### src/rtl/irq_ctrl_pkg.sv
package irq_ctrl_pkg;
    localparam int unsigned SEL_W   = 3;
    localparam int unsigned GIE_BIT = 0;

    typedef enum logic [SEL_W-1:0] {
        SEL_STATUS  = 3'd0,
        SEL_ESTATUS = 3'd1,
        SEL_MASK    = 3'd2,
        SEL_PEND    = 3'd3,
        SEL_EPC     = 3'd4
    } reg_sel_e;
endpackage

### src/rtl/irq_pending.sv
module irq_pending #(
    parameter int unsigned N_SRC = 32
) (
    input  logic [N_SRC-1:0] lvl,
    input  logic [N_SRC-1:0] mask,
    output logic [N_SRC-1:0] pend,
    output logic             any_pend
);
    for (genvar i = 0; i < N_SRC; i++) begin : g_src
        assign pend[i] = lvl[i] & mask[i];
    end
    assign any_pend = |pend;
endmodule

### src/rtl/irq_regfile.sv
module irq_regfile
    import irq_ctrl_pkg::*;
#(
    parameter int unsigned N_SRC = 32,
    parameter int unsigned XLEN  = 32
) (
    input  logic             clk,
    input  logic             rst_n,
    input  logic             take,
    input  logic             eret,
    input  logic [XLEN-1:0]  cur_pc,
    input  logic             wr_en,
    input  logic [SEL_W-1:0] wr_sel,
    input  logic [XLEN-1:0]  wr_data,
    output logic [XLEN-1:0]  status,
    output logic [XLEN-1:0]  estatus,
    output logic [XLEN-1:0]  epc,
    output logic [N_SRC-1:0] mask
);
    typedef struct packed {
        logic [XLEN-1:0]  status;
        logic [XLEN-1:0]  estatus;
        logic [XLEN-1:0]  epc;
        logic [N_SRC-1:0] mask;
    } state_t;

    state_t st_d, st_q;

    always_comb begin
        st_d = st_q;
        if (wr_en) begin
            case (wr_sel)
                SEL_STATUS:  st_d.status  = wr_data;
                SEL_ESTATUS: st_d.estatus = wr_data;
                SEL_MASK:    st_d.mask    = wr_data[N_SRC-1:0];
                SEL_EPC:     st_d.epc     = wr_data;
                default:     ;
            endcase
        end
        if (take) begin
            st_d.estatus          = st_q.status;
            st_d.status           = st_q.status;
            st_d.status[GIE_BIT]  = 1'b0;
            st_d.epc              = cur_pc;
        end else if (eret) begin
            st_d.status = st_q.estatus;
        end
    end

    always_ff @(posedge clk or negedge rst_n) begin
        if (!rst_n) st_q <= '0;
        else        st_q <= st_d;
    end

    assign status  = st_q.status;
    assign estatus = st_q.estatus;
    assign epc     = st_q.epc;
    assign mask    = st_q.mask;
endmodule

### src/rtl/irq_rdmux.sv
module irq_rdmux
    import irq_ctrl_pkg::*;
#(
    parameter int unsigned N_SRC = 32,
    parameter int unsigned XLEN  = 32
) (
    input  logic [SEL_W-1:0] sel,
    input  logic [XLEN-1:0]  status,
    input  logic [XLEN-1:0]  estatus,
    input  logic [XLEN-1:0]  epc,
    input  logic [N_SRC-1:0] mask,
    input  logic [N_SRC-1:0] pend,
    output logic [XLEN-1:0]  rdata
);
    always_comb begin
        rdata = '0;
        case (sel)
            SEL_STATUS:  rdata = status;
            SEL_ESTATUS: rdata = estatus;
            SEL_MASK:    rdata[N_SRC-1:0] = mask;
            SEL_PEND:    rdata[N_SRC-1:0] = pend;
            SEL_EPC:     rdata = epc;
            default:     rdata = '0;
        endcase
    end
endmodule

### src/rtl/irq_gate_ctrl.sv
module irq_gate_ctrl
    import irq_ctrl_pkg::*;
#(
    parameter int unsigned     N_SRC        = 32,
    parameter int unsigned     XLEN         = 32,
    parameter logic [XLEN-1:0] HANDLER_ADDR = 32'h0000_0020
) (
    input  logic             clk,
    input  logic             rst_n,
    input  logic [N_SRC-1:0] irq_lvl,
    input  logic             insn_done,
    input  logic [XLEN-1:0]  cur_pc,
    input  logic             eret,
    input  logic             reg_we,
    input  logic [SEL_W-1:0] reg_sel,
    input  logic [XLEN-1:0]  reg_wdata,
    output logic [XLEN-1:0]  reg_rdata,
    output logic             exc_take,
    output logic [XLEN-1:0]  exc_vector,
    output logic [XLEN-1:0]  resume_pc
);
    logic [XLEN-1:0]  status_w, estatus_w, epc_w;
    logic [N_SRC-1:0] mask_w, pend_w;
    logic             any_pend_w;

    irq_pending #(.N_SRC(N_SRC)) u_pend (
        .lvl      (irq_lvl),
        .mask     (mask_w),
        .pend     (pend_w),
        .any_pend (any_pend_w)
    );

    // Boundary decision: only at a completed instruction, never on the
    // cycle the CPU is leaving a handler.
    assign exc_take = insn_done & status_w[GIE_BIT] & any_pend_w & ~eret;

    irq_regfile #(.N_SRC(N_SRC), .XLEN(XLEN)) u_regs (
        .clk     (clk),
        .rst_n   (rst_n),
        .take    (exc_take),
        .eret    (eret),
        .cur_pc  (cur_pc),
        .wr_en   (reg_we),
        .wr_sel  (reg_sel),
        .wr_data (reg_wdata),
        .status  (status_w),
        .estatus (estatus_w),
        .epc     (epc_w),
        .mask    (mask_w)
    );

    irq_rdmux #(.N_SRC(N_SRC), .XLEN(XLEN)) u_rd (
        .sel     (reg_sel),
        .status  (status_w),
        .estatus (estatus_w),
        .epc     (epc_w),
        .mask    (mask_w),
        .pend    (pend_w),
        .rdata   (reg_rdata)
    );

    assign exc_vector = HANDLER_ADDR;
    assign resume_pc  = epc_w;
endmodule

### config.mk
export PLATFORM = sky130hd
export DESIGN_NAME = irq_gate_ctrl
export DESIGN_NICKNAME = d
export VERILOG_FILES = /design/src/rtl/irq_ctrl_pkg.sv /design/src/rtl/irq_pending.sv /design/src/rtl/irq_regfile.sv /design/src/rtl/irq_rdmux.sv /design/src/rtl/irq_gate_ctrl.sv
export SDC_FILE = /design/constraint.sdc
export NUM_CORES = 1
export LEC_CHECK = 0
export BUFFER_PORTS_ARGS = -buffer_cell sky130_fd_sc_hd__buf_2
export CORE_MARGIN = 2
export CORE_UTILIZATION = 57
export DETAILED_ROUTE_END_ITERATION = 10
export GPL_TIMING_DRIVEN = 1
export PLACE_DENSITY = 0.86
export SLEW_MARGIN = 20
export SYNTH_ARGS = -nofsm -noshare
export SYNTH_HDL_FRONTEND = slang
export SYNTH_SLANG_ARGS = --single-unit
export TNS_END_PERCENT = 50
### constraint.sdc
create_clock -name clk -period 4.32 [get_ports clk]
set_input_delay 0.432 -clock clk [delete_from_list [all_inputs] [get_ports clk]]
set_output_delay 0.432 -clock clk [all_outputs]
set_load 0.03 [all_outputs]
==> results.py, run 1 <==
metrics = {
    "placed_design": {
        "gp_congestion": 0.792,
        "dp_slack_ns": 1.14,
        "hpwl_um": 13300,
        "port_buffers": 168,
    },
    "cts": {
        "clk_pin_slew_ns": 0.05,
        "holdBufCountCts": 0,
        "ctsResizeCount": 0,
        "clock_sinks": 128,
        "post-cts-setup-buffer-count": 0,
        "cts_buffers": 17,
        "clockRootBuffer": "clkbuf_16",
        "cts_tree": "built",
        "htreeDepth": 4,
        "cts_buffer_depth": 2,
        "clk_latency_ns": 0.42,
    },
    "global_routing": {
        "grt_util_all_layers": 0.308,
        "grt_pass1_vias": 6439,
        "grt_pass1_wl_um": 32600,
        "globalRoute.totalOverflow": 0,
        "grt_max_degree": 89,
        "antenna_found_initial": 1,
    },
    "sta": {
        "fin_worst_skew_ns": 0.00856,
        "finalHoldViolCount": 0,
        "fin_crit_ns": 3.25,
        "drv_slew": 0,
        "rsz0062_at_grt": "false",
        "setup_viol": 0,
        "setup_ws_ns": 1.07,
        "max_freq_mhz": 307,
        "holdWs_ns": 0.170,
        "setup_tns_ns": 0,
        "worstMarginPinSlew_ns": 1.07,
        "slew_headroom": 0.286,
        "min_period_over_period": 0.753,
    },
    "power": {
        "p_leak_nw": 3.83,
        "p_per_area_nw_per_um2": 535,
        "ir_drop_mv": 0.281,
    },
    "floorplanning": {
        "fp.dieArea_um2": 13700,
        "core_area_um2": 12600,
        "die_y_um": 117,
        "rows": 41,
        "start_util": 0.582,
        "ios": 201,
        "die_x_um": 117,
    },
    "finish": {
        "num-nets-final": 999,
        "layout_commonest_cell": "buf_2",
        "final_cell_mix": "166 x buf_2, 128 x dfrtp_1, 93 x mux2i_1",
        "area.growth.synth_to_final_pct": 19.5,
        "drive_gt1_frac": 0.283,
        "postLayoutCoreUtil": 0.695,
    },
    "logic_synthesis": {
        "ys_warn_count": 0,
        "synth_area_leaders": "dfrtp_1 44%, mux2i_1 13%, a22oi_1 6.9%",
        "postSynthRegisterBits": 128,
        "synth_compound_area_frac": 0.224,
        "syn_area_per_cell_um2": 9.62,
        "yosys.area.top_type": "dfrtp_1",
        "yosys.area_share.simple": 0.0777,
        "ys_seq_area_frac": 0.438,
        "muxShareOfSynthArea": 0.181,
        "synth_top_area_share": 0.438,
        "synth_top_family_by_area": "compound AO/OA/AOI/OAI gates",
        "synth-adder-area-share": 0,
        "synthXorXnorAreaFrac": 0,
        "synth_cell_types": 34,
        "netlist_area_um2": 7310,
        "syn_inst": 760,
    },
    "drt": {
        "routed_wl_um": 20600,
        "drc_errors": 0,
        "vias": 6622,
        "drt-pass1-iter-count": 5,
        "route.detailed.wl_per_inst_um": 19.1,
        "vias_per_cell": 6.12,
        "detail-route-antenna-nets": 0,
        "drt_iter0_drc": 583,
    },
    "setup_path": {
        "reg2regPathDepth": 8,
        "crit_path_start_kind": "input pin",
        "timing.rr.start": "u_regs.mask[21]$_DFFE_PN0P_",
        "worstPathArrival_ns": 2.82,
        "reg2reg_slack_ns": 1.96,
        "reg2reg_to": "u_regs.status[24]$_DFFE_PN0P_",
        "required_ns": 3.89,
        "worst_setup_path_end_kind": "output port",
        "cp_max_fo": 25,
        "critPathKind": "in2out",
    },
    "min_path": {
        "hold_path.class": "in2async",
    },
    "job": {
        "maxCapViolations": 0,
    },
    "status": {
        "outcome": "finished clean",
    },
}
-- kinds of logic after synthesis --
kind of cell    Yosys count
compound gates          273
simple gates            131
mux                     128
flops                   128
buf+inv                  98
other cells               2
-- per-layer routing --
layer,wire length (um),track usage,vias up
li1,-,-,3005
met1,8320,0.410,3191
met2,9900,0.490,375
met3,1810,0.0577,51
met4,616,0.146,0
met5,0,0,-
-- report_power, final --
group,switching [mW],total [mW],internal [mW],leakage [nW]
combinational,0.838,1.34,0.503,1.92
clock,0.517,1.51,0.996,0.307
sequential,0.292,1.82,1.53,1.59
-- worst max path at each step --
stage	startpoint	to	slack, ns	cells past startpoint
after global placement	reg_sel[2]	reg_rdata[9]	1.27	7
final	reg_sel[2]	reg_rdata[9]	1.07	7
after CTS	reg_sel[2]	reg_rdata[9]	1.15	7
after floorplan	reg_sel[2]	reg_rdata[1]	1.82	6
after global routing	reg_sel[2]	reg_rdata[3]	0.97	7
after detailed placement	reg_sel[2]	reg_rdata[9]	1.14	7
-- stage by stage --
step	instances	instance area, um2	power [mW]
6_report	1082	8730	4.67
5_1_grt	1081	8730	4.91
4_1_cts	1080	8730	4.68
3_5_place_dp	1048	8090	3.15
3_3_place_gp	1048	8090	3.09
2_1_floorplan	790	7420	2.73
-- Yosys cell counts (all sizes together) --
cell / n
o21ai: 130
dfrtp: 128
mux2i: 93
nand2: 75
buf: 69
a22oi: 67
nor2: 41
mux2: 35
a31oi: 30
o22ai: 29
clkbuf: 28
a21oi: 11
nor2b: 5
a22o: 3
a221oi: 2
and3: 2
conb: 2
nor4b: 2
a31o: 1
inv: 1
nand2b: 1
nand3: 1
nor3b: 1
nor4: 1
nor4bb: 1
or2: 1
-- sequential cells by signal, indices dropped and copies added (netlist names) --
signal          flops
u_regs.epc         32
u_regs.estatus     32
u_regs.mask        32
u_regs.status      32
-- worst max-delay path, cell delays in order --
cell	delay, ns
buf_2	0.52
inv_1	0.27
nor2_2	0.61
buf_4	0.41
a22oi_1	0.14
o22ai_1	0.19
buf_2	0.24
-- final cells by class --
class / instances / area [um2]
fill: 949 / 3830
multi-input combinational: 564 / 3700
sequential: 128 / 3200
timing repair buffer: 183 / 971
clock buffer: 23 / 508
tap: 172 / 215
clock inverter: 9 / 128
antenna: 2 / 5.00
inverter: 1 / 3.75
Note: power is estimated with default switching activity, not from simulation.
==> run 2: changes to the inputs <==
--- a/config.mk
+++ b/config.mk
@@ -7,10 +7,10 @@
 export LEC_CHECK = 0
 export BUFFER_PORTS_ARGS = -buffer_cell sky130_fd_sc_hd__buf_2
 export CORE_MARGIN = 2
-export CORE_UTILIZATION = 57
+export CORE_UTILIZATION = 48
 export DETAILED_ROUTE_END_ITERATION = 10
 export GPL_TIMING_DRIVEN = 1
-export PLACE_DENSITY = 0.86
+export PLACE_DENSITY = 0.77
 export SLEW_MARGIN = 20
 export SYNTH_ARGS = -nofsm -noshare
 export SYNTH_HDL_FRONTEND = slang
==> constraint.sdc (replaced) <==
create_clock -name clk -period 2.8 [get_ports clk]
set_input_delay 0.28 -clock clk [delete_from_list [all_inputs] [get_ports clk]]
set_output_delay 0.28 -clock clk [all_outputs]
set_load 0.03 [all_outputs]
==> results.py, run 2 (same netlist as run 1, synthesis figures left out) <==
metrics = {
    "status": {
        "outcome": "finished clean",
    },
    "global_routing": {
        "grt-busiest-layer": "met2",
        "use_met3": 0.0574,
        "grt_pass1_vias": 6253,
        "globalRoute.totalOverflow": 0,
        "grt_max_degree": 88,
        "antenna_found_initial": 2,
        "grt_pass1_wl_um": 33000,
        "grtUsageMet2": 0.432,
        "grt_util_all_layers": 0.259,
        "gr-usage-met1": 0.334,
    },
    "setup_path": {
        "crit_family": "buffers and inverters",
        "cp_slowest_cell": "buf_4",
        "crit_chain": "a22o_1, a221oi_1, and3_1, a31oi_4, buf_4, buf_2",
        "required_ns": 2.52,
        "worst_setup_path_end_kind": "output port",
        "worstPathArrival_ns": 2.38,
        "timing.rr.start": "u_regs.mask[17]$_DFFE_PN0P_",
        "crit_path_start_kind": "register",
        "critPathKind": "reg2out",
        "cp_max_fo": 71,
        "crit_start": "u_regs.mask[17]$_DFFE_PN0P_",
        "slowest_delay_ns": 0.53,
        "cp_num_buf_inv": 2,
    },
    "sta": {
        "drv_slew": 0,
        "holdWs_ns": 0.0611,
        "worstMarginPinSlew_ns": 0.930,
        "min_period_over_period": 0.949,
        "setup_tns_ns": 0,
        "fin_crit_ns": 2.66,
        "slew_headroom": 0.379,
        "finalHoldViolCount": 0,
        "max_freq_mhz": 376,
        "fin_worst_skew_ns": 0.00866,
        "setup_viol": 0,
        "rsz0062_at_grt": "false",
    },
    "cts": {
        "cts_tree": "built",
        "clock_sinks": 128,
        "ctsResizeCount": 0,
        "clk_pin_slew_ns": 0.06,
        "clk_latency_ns": 0.42,
        "clockRootBuffer": "clkbuf_16",
        "cts_buffer_depth": 2,
        "cts_buffers": 17,
        "htreeDepth": 4,
        "post-cts-setup-buffer-count": 0,
    },
    "floorplanning": {
        "die_x_um": 127,
        "start_util": 0.486,
        "die_y_um": 127,
        "core_area_um2": 15000,
        "rows": 45,
        "fp.dieArea_um2": 16200,
        "ios": 201,
    },
    "finish": {
        "area.growth.synth_to_final_pct": 21.1,
        "final_cell_mix": "166 x buf_2, 128 x dfrtp_1, 93 x mux2i_1",
        "layout_commonest_cell": "buf_2",
        "drive_gt1_frac": 0.290,
        "multiInputGateArea_um2": 3700,
        "register_area_um2": 3200,
        "fill_cells": 1309,
        "num-nets-final": 1009,
        "stdcell_area_um2": 8850,
    },
    "drt": {
        "drc_errors": 0,
        "detail-route-antenna-nets": 0,
        "route.detailed.wl_per_inst_um": 18.9,
        "drt_iter0_drc": 592,
        "vias": 6528,
        "vias_per_cell": 5.89,
        "routed_wl_um": 20900,
        "drt-pass1-iter-count": 5,
    },
    "placed_design": {
        "port_buffers": 168,
        "postPlaceCellArea_um2": 8200,
        "gp_congestion": 0.841,
        "hpwl_um": 13800,
    },
    "power": {
        "ir_drop_mv": 0.501,
        "p_leak_nw": 3.88,
        "p_per_area_nw_per_um2": 819,
    },
    "min_path": {
        "hold_start": "cur_pc[22]",
        "hold_path.class": "in2reg",
    },
    "job": {
        "maxCapViolations": 0,
    },
}
==> run 2: cell count changes in the layout (fill, tap and decap cells not counted), sizes merged <==
cell | before | now
buf | 183 | 192
bufinv | 3 | 4
clkbuf | 23 | 19
clkinv | 3 | 5
clkinvlp | 3 | 4
dlygate4sd3 | 0 | 1
==> run 2: power by group <==
group / switching (mW) / total (mW) / internal, mW / leakage [nW]
logic: 1.28 / 2.07 / 0.787 / 1.98
registers: 0.431 / 2.79 / 2.36 / 1.59
clock network: 0.854 / 2.39 / 1.54 / 0.301
total: 2.57 / 7.25 / 4.68 / 3.88
==> run 2: final timing paths <==
check | cells after the start | slack, ns | endpoint
max | 6 | 0.14 | exc_take
min | 3 | 0.06 | u_regs.epc[22]$_DFFE_PN0P_
max reg2reg | 6 | 0.51 | u_regs.status[2]$_DFFE_PN0P_
min reg2reg | 2 | 0.51 | u_regs.estatus[12]$_DFFE_PN0P_
max in group asynchronous | 3 | 1.52 | u_regs.epc[29]$_DFFE_PN0P_
min in group asynchronous | 2 | 0.48 | u_regs.status[8]$_DFFE_PN0P_
==> run 2: final cells by class <==
type / instances / share of cell area
antenna: 2 / 0.000565
clock buffer: 19 / 0.0512
clock inverter: 13 / 0.0211
inverter: 1 / 0.000424
multi-input combinational: 564 / 0.419
sequential: 128 / 0.362
tap: 188 / 0.0266
timing repair buffer: 193 / 0.120
==> run 2: timing repair <==
action | CTS | global route
endpoints found under the setup margin | 0 | 0
hold buffers | 1 | 0
endpoints found under the hold margin | 56 | 0
==> run 2: per-stage QoR <==
| stage | cells | utilization | worst slack, ns | power (mW) |
|---|---|---|---|---|
| after global routing | 1108 | 0.589 | 0.0312 | 7.61 |
| final | 1108 | 0.589 | 0.143 | 7.25 |
| after CTS | 1106 | 0.589 | 0.156 | 7.27 |
| after floorplan | 790 | - | 0.607 | 4.21 |
| after global placement | 1073 | 0.545 | 0.601 | 4.80 |
| after detailed placement | 1073 | 0.545 | 0.530 | 4.87 |
==> run 2: metal layers <==
layer  up-vias  part of all wire
met5         -                 0
met4         0             0.021
met3        32             0.064
met2       255              0.49
met1      3206              0.42
li1       3035                 -
==> run 2: tightest hold or removal path: stages <==
cell	delay (ns)
buf_2	0.07
nand2_1	0.03
o21ai_0	0.06
